<file path="src/rtl/pxe_pkg.sv">
package pxe_pkg;
    typedef enum logic [1:0] {
        MODE_IDLE  = 2'd0,
        MODE_WRITE = 2'd1,
        MODE_READ  = 2'd2
    } mode_e;

    typedef enum logic [1:0] {
        RPH_WAIT = 2'd0,
        RPH_LO   = 2'd1,
        RPH_HI   = 2'd2,
        RPH_FIN  = 2'd3
    } rphase_e;
endpackage

</file>
<file path="src/rtl/pxe_decode.sv">
module pxe_decode #(
    parameter int XW = 10,
    parameter int YW = 9,
    parameter int DW = 32
) (
    input  logic [DW-1:0] pos_i,
    input  logic [DW-1:0] size_i,
    output logic [XW-1:0] x_o,
    output logic [YW-1:0] y_o,
    output logic [XW:0]   w_o,
    output logic [YW:0]   h_o
);
    localparam int HLSB = DW / 2;

    logic [XW-1:0] wfield_m1;
    logic [YW-1:0] hfield_m1;

    always_comb begin
        x_o       = pos_i[XW-1:0];
        y_o       = pos_i[HLSB+YW-1:HLSB];
        // minus one within the field width, then plus one: zero means full size
        wfield_m1 = size_i[XW-1:0] - 1'b1;
        hfield_m1 = size_i[HLSB+YW-1:HLSB] - 1'b1;
        w_o       = {1'b0, wfield_m1} + 1'b1;
        h_o       = {1'b0, hfield_m1} + 1'b1;
    end
endmodule

</file>
<file path="src/rtl/pxe_cursor.sv">
module pxe_cursor #(
    parameter int XW = 10,
    parameter int YW = 9
) (
    input  logic            clk,
    input  logic            rst_n,
    input  logic            load_i,
    input  logic [XW-1:0]   x_i,
    input  logic [YW-1:0]   y_i,
    input  logic [XW:0]     w_i,
    input  logic [YW:0]     h_i,
    input  logic            step_i,
    output logic [XW+YW-1:0] addr_o,
    output logic            active_o,
    output logic            last_o
);
    typedef struct packed {
        logic [XW-1:0] x0;
        logic [YW-1:0] line;
        logic [XW:0]   w;
        logic [YW:0]   hrem;
        logic [XW-1:0] off;
    } cur_t;

    cur_t cur_d, cur_q;
    logic row_end;

    always_comb begin
        row_end  = (({1'b0, cur_q.off} + 1'b1) == cur_q.w);
        active_o = (cur_q.hrem != '0);
        last_o   = active_o && (cur_q.hrem == {{YW{1'b0}}, 1'b1}) && row_end;
        addr_o   = {cur_q.line, XW'(cur_q.x0 + cur_q.off)};

        cur_d = cur_q;
        if (load_i) begin
            cur_d.x0   = x_i;
            cur_d.line = y_i;
            cur_d.w    = w_i;
            cur_d.hrem = h_i;
            cur_d.off  = '0;
        end else if (step_i && active_o) begin
            if (row_end) begin
                cur_d.off  = '0;
                cur_d.line = cur_q.line + 1'b1;
                cur_d.hrem = cur_q.hrem - 1'b1;
            end else begin
                cur_d.off  = cur_q.off + 1'b1;
            end
        end
    end

    always_ff @(posedge clk) begin
        if (!rst_n) cur_q <= '0;
        else        cur_q <= cur_d;
    end

    AST_OFF_IN_ROW: assert property (@(posedge clk) disable iff (!rst_n)
        active_o |-> ({1'b0, cur_q.off} < cur_q.w));
    AST_LINE_WRAP: assert property (@(posedge clk) disable iff (!rst_n)
        (step_i && !load_i && active_o && row_end) |=>
        (cur_q.line == YW'($past(cur_q.line) + 1'b1)));
endmodule

</file>
<file path="src/rtl/pixel_xfer_engine.sv">
module pixel_xfer_engine
    import pxe_pkg::*;
#(
    parameter int XW = 10,
    parameter int YW = 9,
    parameter int DW = 32
) (
    input  logic             clk,
    input  logic             rst_n,
    input  logic             start_i,
    input  logic             start_rd_i,
    input  logic [DW-1:0]    pos_i,
    input  logic [DW-1:0]    size_i,
    input  logic             wr_valid_i,
    input  logic [DW-1:0]    wr_data_i,
    output logic             wr_ready_o,
    input  logic             rd_req_i,
    output logic             rd_ready_o,
    output logic             rd_valid_o,
    output logic [DW-1:0]    rd_data_o,
    output logic [XW+YW-1:0] mem_addr_o,
    output logic             mem_we_o,
    output logic             mem_re_o,
    output logic [DW/2-1:0]  mem_wdata_o,
    input  logic [DW/2-1:0]  mem_rdata_i,
    output logic             busy_o,
    output logic             img_rdy_o,
    output logic             done_o,
    output logic             anomaly_o
);
    localparam int PW = DW / 2;

    typedef struct packed {
        mode_e         mode;
        rphase_e       rph;
        logic          hold;
        logic          half;
        logic [DW-1:0] word;
        logic [PW-1:0] lo_cap;
        logic          hi_issued;
        logic          rd_valid;
        logic [DW-1:0] rd_word;
        logic          img;
        logic          done;
        logic          anom;
    } ctl_t;

    ctl_t ctl_d, ctl_q;

    logic [XW-1:0] dx;
    logic [YW-1:0] dy;
    logic [XW:0]   dw;
    logic [YW:0]   dh;
    logic          cur_step, cur_active, cur_last;

    pxe_decode #(.XW(XW), .YW(YW), .DW(DW)) u_decode (
        .pos_i (pos_i),
        .size_i(size_i),
        .x_o   (dx),
        .y_o   (dy),
        .w_o   (dw),
        .h_o   (dh)
    );

    pxe_cursor #(.XW(XW), .YW(YW)) u_cursor (
        .clk     (clk),
        .rst_n   (rst_n),
        .load_i  (start_i),
        .x_i     (dx),
        .y_i     (dy),
        .w_i     (dw),
        .h_i     (dh),
        .step_i  (cur_step),
        .addr_o  (mem_addr_o),
        .active_o(cur_active),
        .last_o  (cur_last)
    );

    always_comb begin
        ctl_d          = ctl_q;
        ctl_d.done     = 1'b0;
        ctl_d.rd_valid = 1'b0;
        cur_step       = 1'b0;
        mem_we_o       = 1'b0;
        mem_re_o       = 1'b0;
        mem_wdata_o    = '0;

        if (start_i) begin
            if (ctl_q.mode != MODE_IDLE) ctl_d.anom = 1'b1;
            ctl_d.mode      = start_rd_i ? MODE_READ : MODE_WRITE;
            ctl_d.rph       = RPH_WAIT;
            ctl_d.hold      = 1'b0;
            ctl_d.half      = 1'b0;
            ctl_d.hi_issued = 1'b0;
            ctl_d.img       = start_rd_i;
        end else begin
            unique case (ctl_q.mode)
                MODE_WRITE: begin
                    if (ctl_q.hold) begin
                        mem_we_o    = 1'b1;
                        mem_wdata_o = ctl_q.half ? ctl_q.word[DW-1:PW] : ctl_q.word[PW-1:0];
                        cur_step    = 1'b1;
                        if (cur_last) begin
                            ctl_d.mode = MODE_IDLE;
                            ctl_d.hold = 1'b0;
                            ctl_d.half = 1'b0;
                            ctl_d.done = 1'b1;
                        end else if (!ctl_q.half) begin
                            ctl_d.half = 1'b1;
                        end else begin
                            ctl_d.hold = 1'b0;
                            ctl_d.half = 1'b0;
                        end
                    end else if (wr_valid_i) begin
                        ctl_d.hold = 1'b1;
                        ctl_d.half = 1'b0;
                        ctl_d.word = wr_data_i;
                    end
                end
                MODE_READ: begin
                    unique case (ctl_q.rph)
                        RPH_WAIT: if (rd_req_i) ctl_d.rph = RPH_LO;
                        RPH_LO: begin
                            mem_re_o        = 1'b1;
                            cur_step        = 1'b1;
                            ctl_d.hi_issued = 1'b0;
                            ctl_d.rph       = RPH_HI;
                        end
                        RPH_HI: begin
                            ctl_d.lo_cap = mem_rdata_i;
                            if (cur_active) begin
                                mem_re_o        = 1'b1;
                                cur_step        = 1'b1;
                                ctl_d.hi_issued = 1'b1;
                            end
                            ctl_d.rph = RPH_FIN;
                        end
                        RPH_FIN: begin
                            ctl_d.rd_valid = 1'b1;
                            ctl_d.rd_word  = {ctl_q.hi_issued ? mem_rdata_i : {PW{1'b0}},
                                              ctl_q.lo_cap};
                            ctl_d.rph      = RPH_WAIT;
                            if (!cur_active) begin
                                ctl_d.mode = MODE_IDLE;
                                ctl_d.img  = 1'b0;
                                ctl_d.done = 1'b1;
                            end
                        end
                        default: ctl_d.rph = RPH_WAIT;
                    endcase
                end
                default: ;
            endcase
        end
    end

    always_ff @(posedge clk) begin
        if (!rst_n) begin
            ctl_q      <= '0;
            ctl_q.mode <= MODE_IDLE;
            ctl_q.rph  <= RPH_WAIT;
        end else begin
            ctl_q <= ctl_d;
        end
    end

    assign wr_ready_o = (ctl_q.mode == MODE_WRITE) && !ctl_q.hold;
    assign rd_ready_o = (ctl_q.mode == MODE_READ) && (ctl_q.rph == RPH_WAIT);
    assign rd_valid_o = ctl_q.rd_valid;
    assign rd_data_o  = ctl_q.rd_word;
    assign busy_o     = (ctl_q.mode != MODE_IDLE);
    assign img_rdy_o  = ctl_q.img;
    assign done_o     = ctl_q.done;
    assign anomaly_o  = ctl_q.anom;

    AST_DONE_SINGLE: assert property (@(posedge clk) disable iff (!rst_n)
        done_o |=> !done_o);
    AST_DONE_IDLE: assert property (@(posedge clk) disable iff (!rst_n)
        (done_o && !$past(start_i)) |-> !busy_o);
    AST_WE_IN_WRITE: assert property (@(posedge clk) disable iff (!rst_n)
        mem_we_o |-> (ctl_q.mode == MODE_WRITE));
    AST_IMG_IN_READ: assert property (@(posedge clk) disable iff (!rst_n)
        img_rdy_o |-> (ctl_q.mode == MODE_READ));
    AST_ANOMALY_STICKY: assert property (@(posedge clk) disable iff (!rst_n)
        anomaly_o |=> anomaly_o);
    AST_READY_EXCLUSIVE: assert property (@(posedge clk) disable iff (!rst_n)
        !(wr_ready_o && rd_ready_o));
endmodule

</file>
<file path="config.mk">
export PLATFORM = sky130hd
export DESIGN_NAME = pixel_xfer_engine
export DESIGN_NICKNAME = d
export VERILOG_FILES = /design/src/rtl/pxe_pkg.sv /design/src/rtl/pxe_decode.sv /design/src/rtl/pxe_cursor.sv /design/src/rtl/pixel_xfer_engine.sv
export SDC_FILE = /design/constraint.sdc
export NUM_CORES = 1
export LEC_CHECK = 0
export ABC_AREA = 1
export BUFFER_PORTS_ARGS = -buffer_cell sky130_fd_sc_hd__buf_2
export CORE_ASPECT_RATIO = 1.5
export CORE_UTILIZATION = 40
export CTS_CLUSTER_SIZE = 14
export DETAILED_ROUTE_END_ITERATION = 12
export GPL_ROUTABILITY_DRIVEN = 0
export PLACE_DENSITY_LB_ADDON = 0.05
export SYNTH_ARGS = -nofsm -noshare
export SYNTH_HDL_FRONTEND = slang
export SYNTH_SLANG_ARGS = --single-unit
</file>
<file path="constraint.sdc">
create_clock -name clk -period 2 [get_ports clk]
set_input_delay 0.4 -clock clk [delete_from_list [all_inputs] [get_ports clk]]
set_output_delay 0.4 -clock clk [all_outputs]
set_load 0.01 [all_outputs]
</file>
==> results of run 1 <==
[through the flow]
stage	cell area [um^2]	instances
after floorplan	7796	1130
after global placement	9240	1562
after detailed placement	9240	1562
after CTS	10190	1611
after global routing	10720	1624
final	10720	1624
[power groups by stage]
stage / clock, uW / sequential (uW) / combinational [uW]
global route: 3230 / 2970 / 1020
global placement: 0 / 3010 / 811
CTS: 3110 / 2950 / 864
finish: 3020 / 2960 / 904
detailed placement: 0 / 3010 / 814
floorplan: 0 / 3000 / 494
[worst max-delay path, stage by stage, from the launching register on]
cell and delay (ps):
dfxtp_2 340, buf_6 110, inv_4 40, fa_2 400, o21ai_2 140, a21o_1 140
a21oi_2 60, nor2_1 80, o21ai_1 60, nand2_1 100, xor2_2 120, buf_2 140
[flip-flops by register name, summed over array words and instances (netlist names)]
register,cells
anomaly_o,1
u_cursor.cur_q,41
u_cursor.addr_o,9
rd_data_o,32
img_rdy_o,1
done_o,1
ctl_q,55
rd_valid_o,1
[layer usage]
layer,wire (um),GRT usage (%)
met1,8700,23.32
met4,524,8.470
met3,661,3.470
met5,0,0
met2,11160,40.22
[worst max path at each step]
stage | start | endpoint | slack, ps | cells past startpoint
after floorplan | u_cursor.cur_q[0] | mem_addr_o[8] | -60 | 10
after global placement | size_i[0] | u_cursor.cur_q[29] | -200 | 13
after detailed placement | size_i[0] | u_cursor.cur_q[29] | -240 | 13
after CTS | u_cursor.cur_q[1] | mem_addr_o[8] | -580 | 11
after global routing | u_cursor.cur_q[2] | mem_addr_o[9] | -720 | 14
final | u_cursor.cur_q[1] | mem_addr_o[8] | -550 | 11
[kinds of logic (layout without fill, tap and decap cells)]
logic type      after synthesis  count (layout)  share of synthesized area (%)
xor+xnor                     26              26                          2.941
compound gates              200             200                          14.69
fa+ha+maj                    25              25                          4.137
flops                       141             141                          36.46
buf+inv                     219             455                          12.90
simple gates                519             521                          28.88
[area by class of cell]
class | instances | area (um^2)
sequential | 141 | 2839
clock inverter | 14 | 122.6
multi-input combinational | 772 | 4436
inverter | 130 | 505.5
tap | 256 | 320.3
fill | 1969 | 8364
timing repair buffer | 293 | 2067
clock buffer | 18 | 429.2
[layout by cell type (no fill, tap or decap), types with 8 or more instances in the layout]
cell         n
a22o_1       9
nand2_2     23
nand4_1     15
a21oi_2      8
inv_1      102
nand3_1    102
nand2_4     12
ha_4         9
clkbuf_16   18
buf_4      107
inv_2       23
o21ai_0     88
nor2_1     126
dfxtp_2     13
nand3_2     10
nor2_2      13
a211oi_2     9
xor2_1      15
ha_1        15
xnor2_1      8
buf_2      150
dfxtp_1    128
buf_6       26
a21oi_1     62
nand2_1    188
[repair_timing]
item,in CTS,in global routing
resized for setup,71,102
setup buffers,18,14
setup endpoints to repair,61,62
gates cloned,2,3
pin swaps,22,36
==> results.sh, run 1 <==
export IMPL_p_int_uw=4923
export IMPL_hpwl_um=14990
export IMPL_grt_setup_unrepaired="yes"
export IMPL_synth_most_common_cell="nand2_1"
export IMPL_fin_crit_ps=2545
export IMPL_grt_max_degree=58
export IMPL_port_buffers=167
export IMPL_synth_area_um2=7742
export IMPL_synth_top_flop_cell="dfxtp_1"
export IMPL_vias=7782
export IMPL_clk_pin_slew_ps=70
export IMPL_setup_slack_ps=-545.1
export IMPL_switching_share_pct=28.40
export IMPL_holdBufCountCts=0
export IMPL_required_ps=1600
export IMPL_reg2reg_from="u_cursor.cur_q[2]"
export IMPL_violations="negative setup slack"
export IMPL_drive_gt1_share_pct=34.80
export IMPL_syn_inst=1130
export IMPL_ir_worst_vdd_mv=0.4197
export IMPL_clock_latency_ps=430
export IMPL_die_h_um=172.4
export IMPL_synth_top_area_share_pct=36.46
export IMPL_worstSetupStartpointType="flop"
export IMPL_final_util_pct=56.17
export IMPL_whs_endpoint="u_cursor.cur_q[44]"
export IMPL_core_um2=19080
export IMPL_clockBufferDepth=2
export IMPL_synth_area_top_cells="dfxtp_1, nand2_1, nand3_1"
export IMPL_numCtsBuffers=17
export IMPL_drv_cap=0
export IMPL_p_leak_uw=0.005159
export IMPL_antenna_found_initial=0
export IMPL_finalWirelength_um=21050
export IMPL_synth_fp_nets=1273
export IMPL_via_per_inst=4.792
export IMPL_initial_core_util_pct=40.57
export IMPL_cts_tree="built"
export IMPL_worstPathMaxFanout=3
export IMPL_combPwrFrac_pct=13.1
export IMPL_ys_types=41
export IMPL_ys_warn_count=0
export IMPL_hold_start="pos_i[4]"
export IMPL_finalPower_uw=6876
export IMPL_ys_top_cells_by_count="nand2_1, dfxtp_1, nor2_1"
export IMPL_wire_per_inst_um=12.96
export IMPL_synth_edf_count=0
export IMPL_rr_endpoint="u_cursor.cur_q[18]"
export IMPL_yosysTopAreaCell="dfxtp_1"
export IMPL_diodes=0
export IMPL_grt_usage_pct=21.33
export IMPL_drc=0
export IMPL_min_period_over_period_pct=127.3
export IMPL_ioPinCount=194
export IMPL_worst_setup_path_end_kind="primary output"
export IMPL_cts_sinks=141
export IMPL_power_density_nw_per_um2=641.4
export IMPL_tns_ps=-7577
export IMPL_skew_ps=9.494
export IMPL_whs_path_depth=2
export IMPL_hold_viol=0
export IMPL_seq_power_share_pct=43.0
export IMPL_pre_cts_slack_ps=-235.8
export IMPL_nets=1498
export IMPL_avgSynthCellArea_um2=6.852
export IMPL_die_area_um2=19930
export IMPL_r2r_cells=17
export IMPL_synth_seq_area_share_pct=36.46
export IMPL_grt_pass1_vias=7323
export IMPL_pwr_share_clk_pct=43.9
export IMPL_max_slew_margin_pct=60.20
export IMPL_drt_pass1_iterations=4
export IMPL_max_freq_ghz=0.3929
export IMPL_cts_root_buf="clkbuf_16"
export IMPL_worst_pin_slew_ps=596.1
export IMPL_critPathArrivalTime_ps=2150
export IMPL_hold_path_class="in2reg"
export IMPL_ys_ff_latch=141
export IMPL_power_switching_uw=1953
export IMPL_postRouteAntennaNets=0
export IMPL_rows=62
export IMPL_crit_type="reg2out"
export IMPL_rrSetupSlack_ps=-220
export IMPL_die_width_um=115.6
export IMPL_grt_overflow_total=0
export IMPL_status="finished, violations left"
export IMPL_grt_first_pass_wirelength_um=33420
export IMPL_htree_levels=4
export IMPL_synth_async_reset_ratio_pct=0
export IMPL_drv_slew=0
export IMPL_syn2layout_area_growth_pct=38.44
export IMPL_drtIter0Drc=351
export IMPL_hold_slack_ps=192.6
export IMPL_setup_violations=47
(Power assumes the default switching activity.)
==> inputs of run 2 (changes only) <==
Settings changed: CORE_UTILIZATION 40 to 32.
==> results.sh, run 2 (synthesis gave the netlist of run 1 again) <==
export IMPL_grt_max_degree=74
export IMPL_hold_viol=0
export IMPL_clock_latency_ps=440
export IMPL_wire_per_inst_um=13.45
export IMPL_cts_sinks=141
export IMPL_pre_cts_slack_ps=-267.8
export IMPL_tns_ps=-11160
export IMPL_grt_overflow_total=0
export IMPL_critPathArrivalTime_ps=2180
export IMPL_initial_core_util_pct=32.61
export IMPL_cts_root_buf="clkbuf_16"
export IMPL_drive_gt1_share_pct=37.34
export IMPL_nets=1512
export IMPL_max_slew_margin_pct=58.53
export IMPL_via_per_inst=4.648
export IMPL_hold_slack_ps=165.1
export IMPL_postRouteAntennaNets=0
export IMPL_syn2layout_area_growth_pct=44.28
export IMPL_fin_crit_ps=2585
export IMPL_htree_levels=4
export IMPL_met1_length_um=9294
export IMPL_worstSetupStartpointType="flop"
export IMPL_dr_wl_met2_um=12330
export IMPL_dp_cells=1633
export IMPL_worst_setup_path_end_kind="primary output"
export IMPL_hpwl_um=16440
export IMPL_crit_type="reg2out"
export IMPL_grt_pass1_vias=7648
export IMPL_hold_path_class="in2reg"
export IMPL_drv_slew=0
export IMPL_antenna_found_initial=1
export IMPL_numCtsBuffers=17
export IMPL_power_density_nw_per_um2=668.7
export IMPL_grt_first_pass_wirelength_um=36720
export IMPL_n_fill_cell=2511
export IMPL_p_leak_uw=0.005315
export IMPL_cts_tree="built"
export IMPL_worstPathMaxFanout=2
export IMPL_die_area_um2=24830
export IMPL_drt_pass1_iterations=4
export IMPL_layout_commonest_cell="nand2_1"
export IMPL_drc=0
export IMPL_top_layer_used="met4"
export IMPL_largest_reg_flops=55
export IMPL_status="finished, violations left"
export IMPL_rows=69
export IMPL_die_width_um=129.0
export IMPL_final_cell_mix="nand2_1, buf_2, dfxtp_1, nor2_1, buf_4"
export IMPL_clockBufferDepth=2
export IMPL_skew_ps=9.300
export IMPL_cp_cell_sequence="ha_4 -> inv_2 -> fa_2 -> o21ai_2 -> a21o_1 -> a21oi_2 -> nor2_1 -> o21ai_1 -> nand2_1 -> xor2_2 -> buf_2"
export IMPL_required_ps=1600
export IMPL_ir_worst_vdd_mv=0.6297
export IMPL_setup_slack_ps=-584.8
export IMPL_critPathSlowestCell="dfxtp_4"
export IMPL_port_buffers=167
export IMPL_min_period_over_period_pct=129.2
export IMPL_final_util_pct=47.05
export IMPL_grt_usage_pct=19.16
export IMPL_violations="negative setup slack"
export IMPL_fin_cells=1702
export IMPL_setup_violations=46
export IMPL_die_h_um=192.5
export IMPL_slowest_delay_ps=360
export IMPL_finalWirelength_um=22890
export IMPL_wl_met3_um=709
export IMPL_regMostFlops="ctl_q"
export IMPL_ioPinCount=194
export IMPL_grt_setup_unrepaired="yes"
export IMPL_clk_pin_slew_ps=60
export IMPL_drtIter0Drc=267
export IMPL_vias=7911
export IMPL_drv_cap=0
export IMPL_worst_pin_slew_ps=621.2
export IMPL_core_um2=23740
export IMPL_max_freq_ghz=0.3869
run 2: cell types whose count changed in the layout (fill, tap and decap cells not counted), sizes merged:
cell	delta
bufinv	+5
clkinvlp	-1
diode	+1
clkinv	+1
inv	-6
buf	+15
run 2: power breakdown:
group	total, uW	switching [uW]	internal [uW]
sequential	2950	58.7	2900
clock	3570	1310	2250
combinational	949	538	411
run 2: critical path: cells and delay by family (launching register included):
kind	cells	cell delay (ps)
AO/OA/AOI/OAI	4	410
adder cells (fa/ha/maj)	2	490
AND/OR/NAND/NOR	2	190
flip-flops	1	360
buffers and inverters	2	170
XOR/XNOR	1	130
run 2: cell type report:
| type | instances | area (um^2) | share of cell area [%] |
|---|---|---|---|
| multi-input cells | 772 | 4617 | 41.33 |
| flip-flops and latches | 141 | 2843 | 25.45 |
| repair buffers | 307 | 2157 | 19.31 |
| inverters | 130 | 496.7 | 4.447 |
| clock buffers | 19 | 442.9 | 3.965 |
| well taps | 319 | 399.1 | 3.573 |
| clock inverters | 13 | 212.7 | 1.904 |
| diodes | 1 | 2.502 | 0.02240 |
run 2: final timing paths:
path	cells past startpoint	startpoint	endpoint	slack, ps
max	11	u_cursor.cur_q[0]	mem_addr_o[8]	-580
min	3	pos_i[1]	u_cursor.cur_q[41]	170
max reg2reg	16	u_cursor.cur_q[0]	u_cursor.addr_o[15]	-280
min reg2reg	2	ctl_q[60]	ctl_q[60]	450
run 2: metrics by stage:
step	instance area (um^2)	total power (uW)
3_5_place_dp	9366	3851
4_1_cts	10680	7516
6_report	11170	7470
3_3_place_gp	9366	3848
2_1_floorplan	7796	3495
5_1_grt	11170	7809
run 2: timing repair:
action | in CTS | in global routing
hold buffers | 0 | 0
cloned | 5 | 0
hold endpoints to repair | 0 | 0
pin swaps | 43 | 35
endpoints found under the setup margin | 62 | 61
buffers inserted | 26 | 14
gates resized for setup | 103 | 127
run 2: routing by layer:
layer,up-vias,global-route usage [%]
li1,4103,-
met1,3622,20.19
met2,155,36.32
met3,31,3.854
met4,0,8.235
met5,-,0
==> inputs of run 3 (changes only) <==
Settings changed: SYNTH_HIERARCHICAL from default to 1.
==> results.sh, run 3 <==
export IMPL_status="finished, violations left"
export IMPL_violations="negative setup slack"
export IMPL_fin_crit_ps=2597
export IMPL_ys_top_cells_by_count="nand2_1, nor2_1, dfxtp_1"
export IMPL_regMostFlops="ctl_q"
export IMPL_power_density_nw_per_um2=653.7
export IMPL_synth_most_common_cell="nand2_1"
export IMPL_numCtsBuffers=17
export IMPL_skew_ps=11.92
export IMPL_hold_viol=0
export IMPL_vias=8098
export IMPL_syn2layout_area_growth_pct=37.18
export IMPL_avgSynthCellArea_um2=6.681
export IMPL_synth_top_flop_cell="dfxtp_1"
export IMPL_synth_seq_area_share_pct=33.72
export IMPL_initial_core_util_pct=32.49
export IMPL_max_slew_margin_pct=57.42
export IMPL_dp_cells=1752
export IMPL_clockBufferDepth=2
export IMPL_holdBufCountCts=0
export IMPL_ir_worst_vdd_mv=0.5805
export IMPL_required_ps=1600
export IMPL_worstSetupStartpointType="flop"
export IMPL_r2r_cells=19
export IMPL_grt_setup_unrepaired="yes"
export IMPL_p_leak_uw=0.005491
export IMPL_crit_end="mem_addr_o[8]"
export IMPL_drv_slew=0
export IMPL_ys_warn_count=6
export IMPL_cts_tree="built"
export IMPL_pwr_share_clk_pct=47.2
export IMPL_rrSetupSlack_ps=-370
export IMPL_setup_violations=44
export IMPL_cp_cell_sequence="ha_4 -> inv_2 -> fa_2 -> o21ai_2 -> nand2_1 -> nand2_2 -> a21oi_2 -> nor2_1 -> nor2_1 -> nor2_1 -> nor2_1 -> nand2_1 -> nand2_2 -> buf_6"
export IMPL_grt_overflow_total=0
export IMPL_clock_latency_ps=430
export IMPL_crit_path_start="u_cursor/cur_q[0]"
export IMPL_nets=1598
export IMPL_cts_root_buf="clkbuf_16"
export IMPL_crit_type="reg2out"
export IMPL_grt_usage_pct=18.22
export IMPL_met1_length_um=10180
export IMPL_slowest_delay_ps=360
export IMPL_worstPathMaxFanout=2
export IMPL_top_layer_used="met4"
export IMPL_hpwl_um=17300
export IMPL_worst_setup_path_end_kind="primary output"
export IMPL_worst_pin_slew_ps=637.8
export IMPL_power_switching_uw=1983
export IMPL_finalWirelength_um=23630
export IMPL_hold_path_class="in2reg"
export IMPL_layout_commonest_cell="nand2_1"
export IMPL_ioPinCount=194
export IMPL_dpl_cell_area_um2=9892
export IMPL_switching_share_pct=26.42
export IMPL_largest_reg_flops=55
export IMPL_final_area_um2=11480
export IMPL_wire_per_inst_um=13.12
export IMPL_seq_power_share_pct=39.3
export IMPL_rows=72
export IMPL_via_per_inst=4.496
export IMPL_yosysTopAreaCell="dfxtp_1"
export IMPL_reg2reg_from="u_cursor/cur_q[0]"
export IMPL_setup_slack_ps=-597.2
export IMPL_final_cell_mix="nand2_1, nor2_1, buf_2, dfxtp_1, buf_4"
export IMPL_synth_fp_nets=1396
export IMPL_drv_cap=0
export IMPL_min_period_over_period_pct=129.9
export IMPL_drtIter0Drc=210
export IMPL_die_width_um=134.1
export IMPL_die_area_um2=26830
export IMPL_grt_first_pass_wirelength_um=39090
export IMPL_hold_slack_ps=188.1
export IMPL_critPathArrivalTime_ps=2200
export IMPL_grt_pass1_vias=8047
export IMPL_htree_levels=4
export IMPL_synth_area_um2=8372
export IMPL_die_h_um=200.1
export IMPL_fin_cells=1801
export IMPL_rr_endpoint="u_cursor/addr_o[16]"
export IMPL_drive_gt1_share_pct=35.01
export IMPL_drt_pass1_iterations=4
export IMPL_antenna_found_initial=0
export IMPL_core_um2=25760
export IMPL_cp_common_cell="nor2_1"
export IMPL_p_int_uw=5524
export IMPL_synth_area_top_cells="dfxtp_1, nand2_1, nor2_1"
export IMPL_wl_met3_um=613
export IMPL_clk_pin_slew_ps=70
export IMPL_diodes=0
export IMPL_drc=0
export IMPL_postRouteAntennaNets=0
export IMPL_tns_ps=-13120
export IMPL_ys_ff_latch=141
export IMPL_synth_top_area_share_pct=33.72
export IMPL_dr_wl_met2_um=12520
export IMPL_combPwrFrac_pct=13.5
export IMPL_cts_sinks=141
export IMPL_max_freq_ghz=0.3850
export IMPL_port_buffers=167
export IMPL_synth_async_reset_ratio_pct=0
export IMPL_grt_max_degree=51
export IMPL_critPathSlowestCell="dfxtp_4"
export IMPL_ys_types=46
export IMPL_synth_edf_count=0
export IMPL_syn_inst=1253
[run 3: changes by cell type after synthesis, moves of 9 or more]
cell / previous run / this run
clkbuf_1: 37 / 28
nand2_1: 220 / 313
nand3_1: 112 / 92
nor2_2: 6 / 21
nand3b_1: 2 / 11
buf_4: 41 / 66
nor2_1: 138 / 185
inv_1: 126 / 106
a21oi_1: 70 / 59
a22o_1: 9 / 0
o21ai_2: 0 / 9
[run 3: worst max-delay path: cells and delay by family, from the launching register on]
family / cells / cell delay, ps
and+or+nand+nor: 8 / 580
adders and majority gates: 2 / 480
DFF: 1 / 360
AOI/OAI and AO/OA: 2 / 200
buffers and inverters: 2 / 150
[run 3: area by class of cell]
type	instances	area, um^2
fillers	2790	14280
multi-input cells	888	5062
flip-flops and latches	141	2844
repair buffers	292	2054
clock buffers	19	452.9
inverters	115	452.9
well taps	333	416.7
clock inverters	13	201.4
[run 3: worst min path at each step]
stage	start	to	slack, ps	cells after the start
2_1_floorplan	ctl_q[38]	rd_data_o[1]	440	2
3_3_place_gp	ctl_q[52]	rd_data_o[15]	450	2
3_5_place_dp	ctl_q[52]	ctl_q[52]	450	2
4_1_cts	pos_i[9]	u_cursor/cur_q[49]	160	3
5_1_grt	pos_i[9]	u_cursor/cur_q[49]	170	3
6_report	pos_i[9]	u_cursor/cur_q[49]	190	3
[run 3: repair_timing]
action,4_1_cts,5_1_grt
setup buffers,16,7
gates cloned,3,0
pin swaps,33,39
setup endpoints to repair,61,61
gates resized for setup,96,106
[run 3: logic make-up (layout without fill, tap and decap cells)]
| kind of cell | Yosys count | after routing | share of synthesized area [%] |
|---|---|---|---|
| simple gates | 665 | 665 | 34.70 |
| flops | 141 | 141 | 33.72 |
| fa+ha+maj | 25 | 25 | 3.826 |
| compound gates | 167 | 167 | 10.84 |
| buf+inv | 224 | 439 | 13.57 |
| mux | 1 | 1 | 0.1196 |
| xor+xnor | 30 | 30 | 3.228 |
[run 3: stage by stage]
stage	setup WS [ps]	util [%]	power (uW)
CTS	-705.9	43.11	7572
global route	-760.1	44.58	7868
global placement	-287.0	38.39	3920
finish	-597.2	44.58	7507
detailed placement	-312.1	38.39	3924
floorplan	-34.65	-	3569
[run 3: metal layers]
layer	track usage (%)	up-vias
met2	34.20	108
met3	2.936	19
met1	20.67	3665
met5	0	-
met4	5.538	0
li1	-	4306
[run 3: power by group through the flow]
stage / combinational [uW] / sequential [uW] / clock (uW)
finish: 1010 / 2950 / 3550
global route: 1140 / 2960 / 3770
CTS: 974 / 2950 / 3650
detailed placement: 919 / 3010 / 0
global placement: 917 / 3000 / 0
floorplan: 576 / 2990 / 0
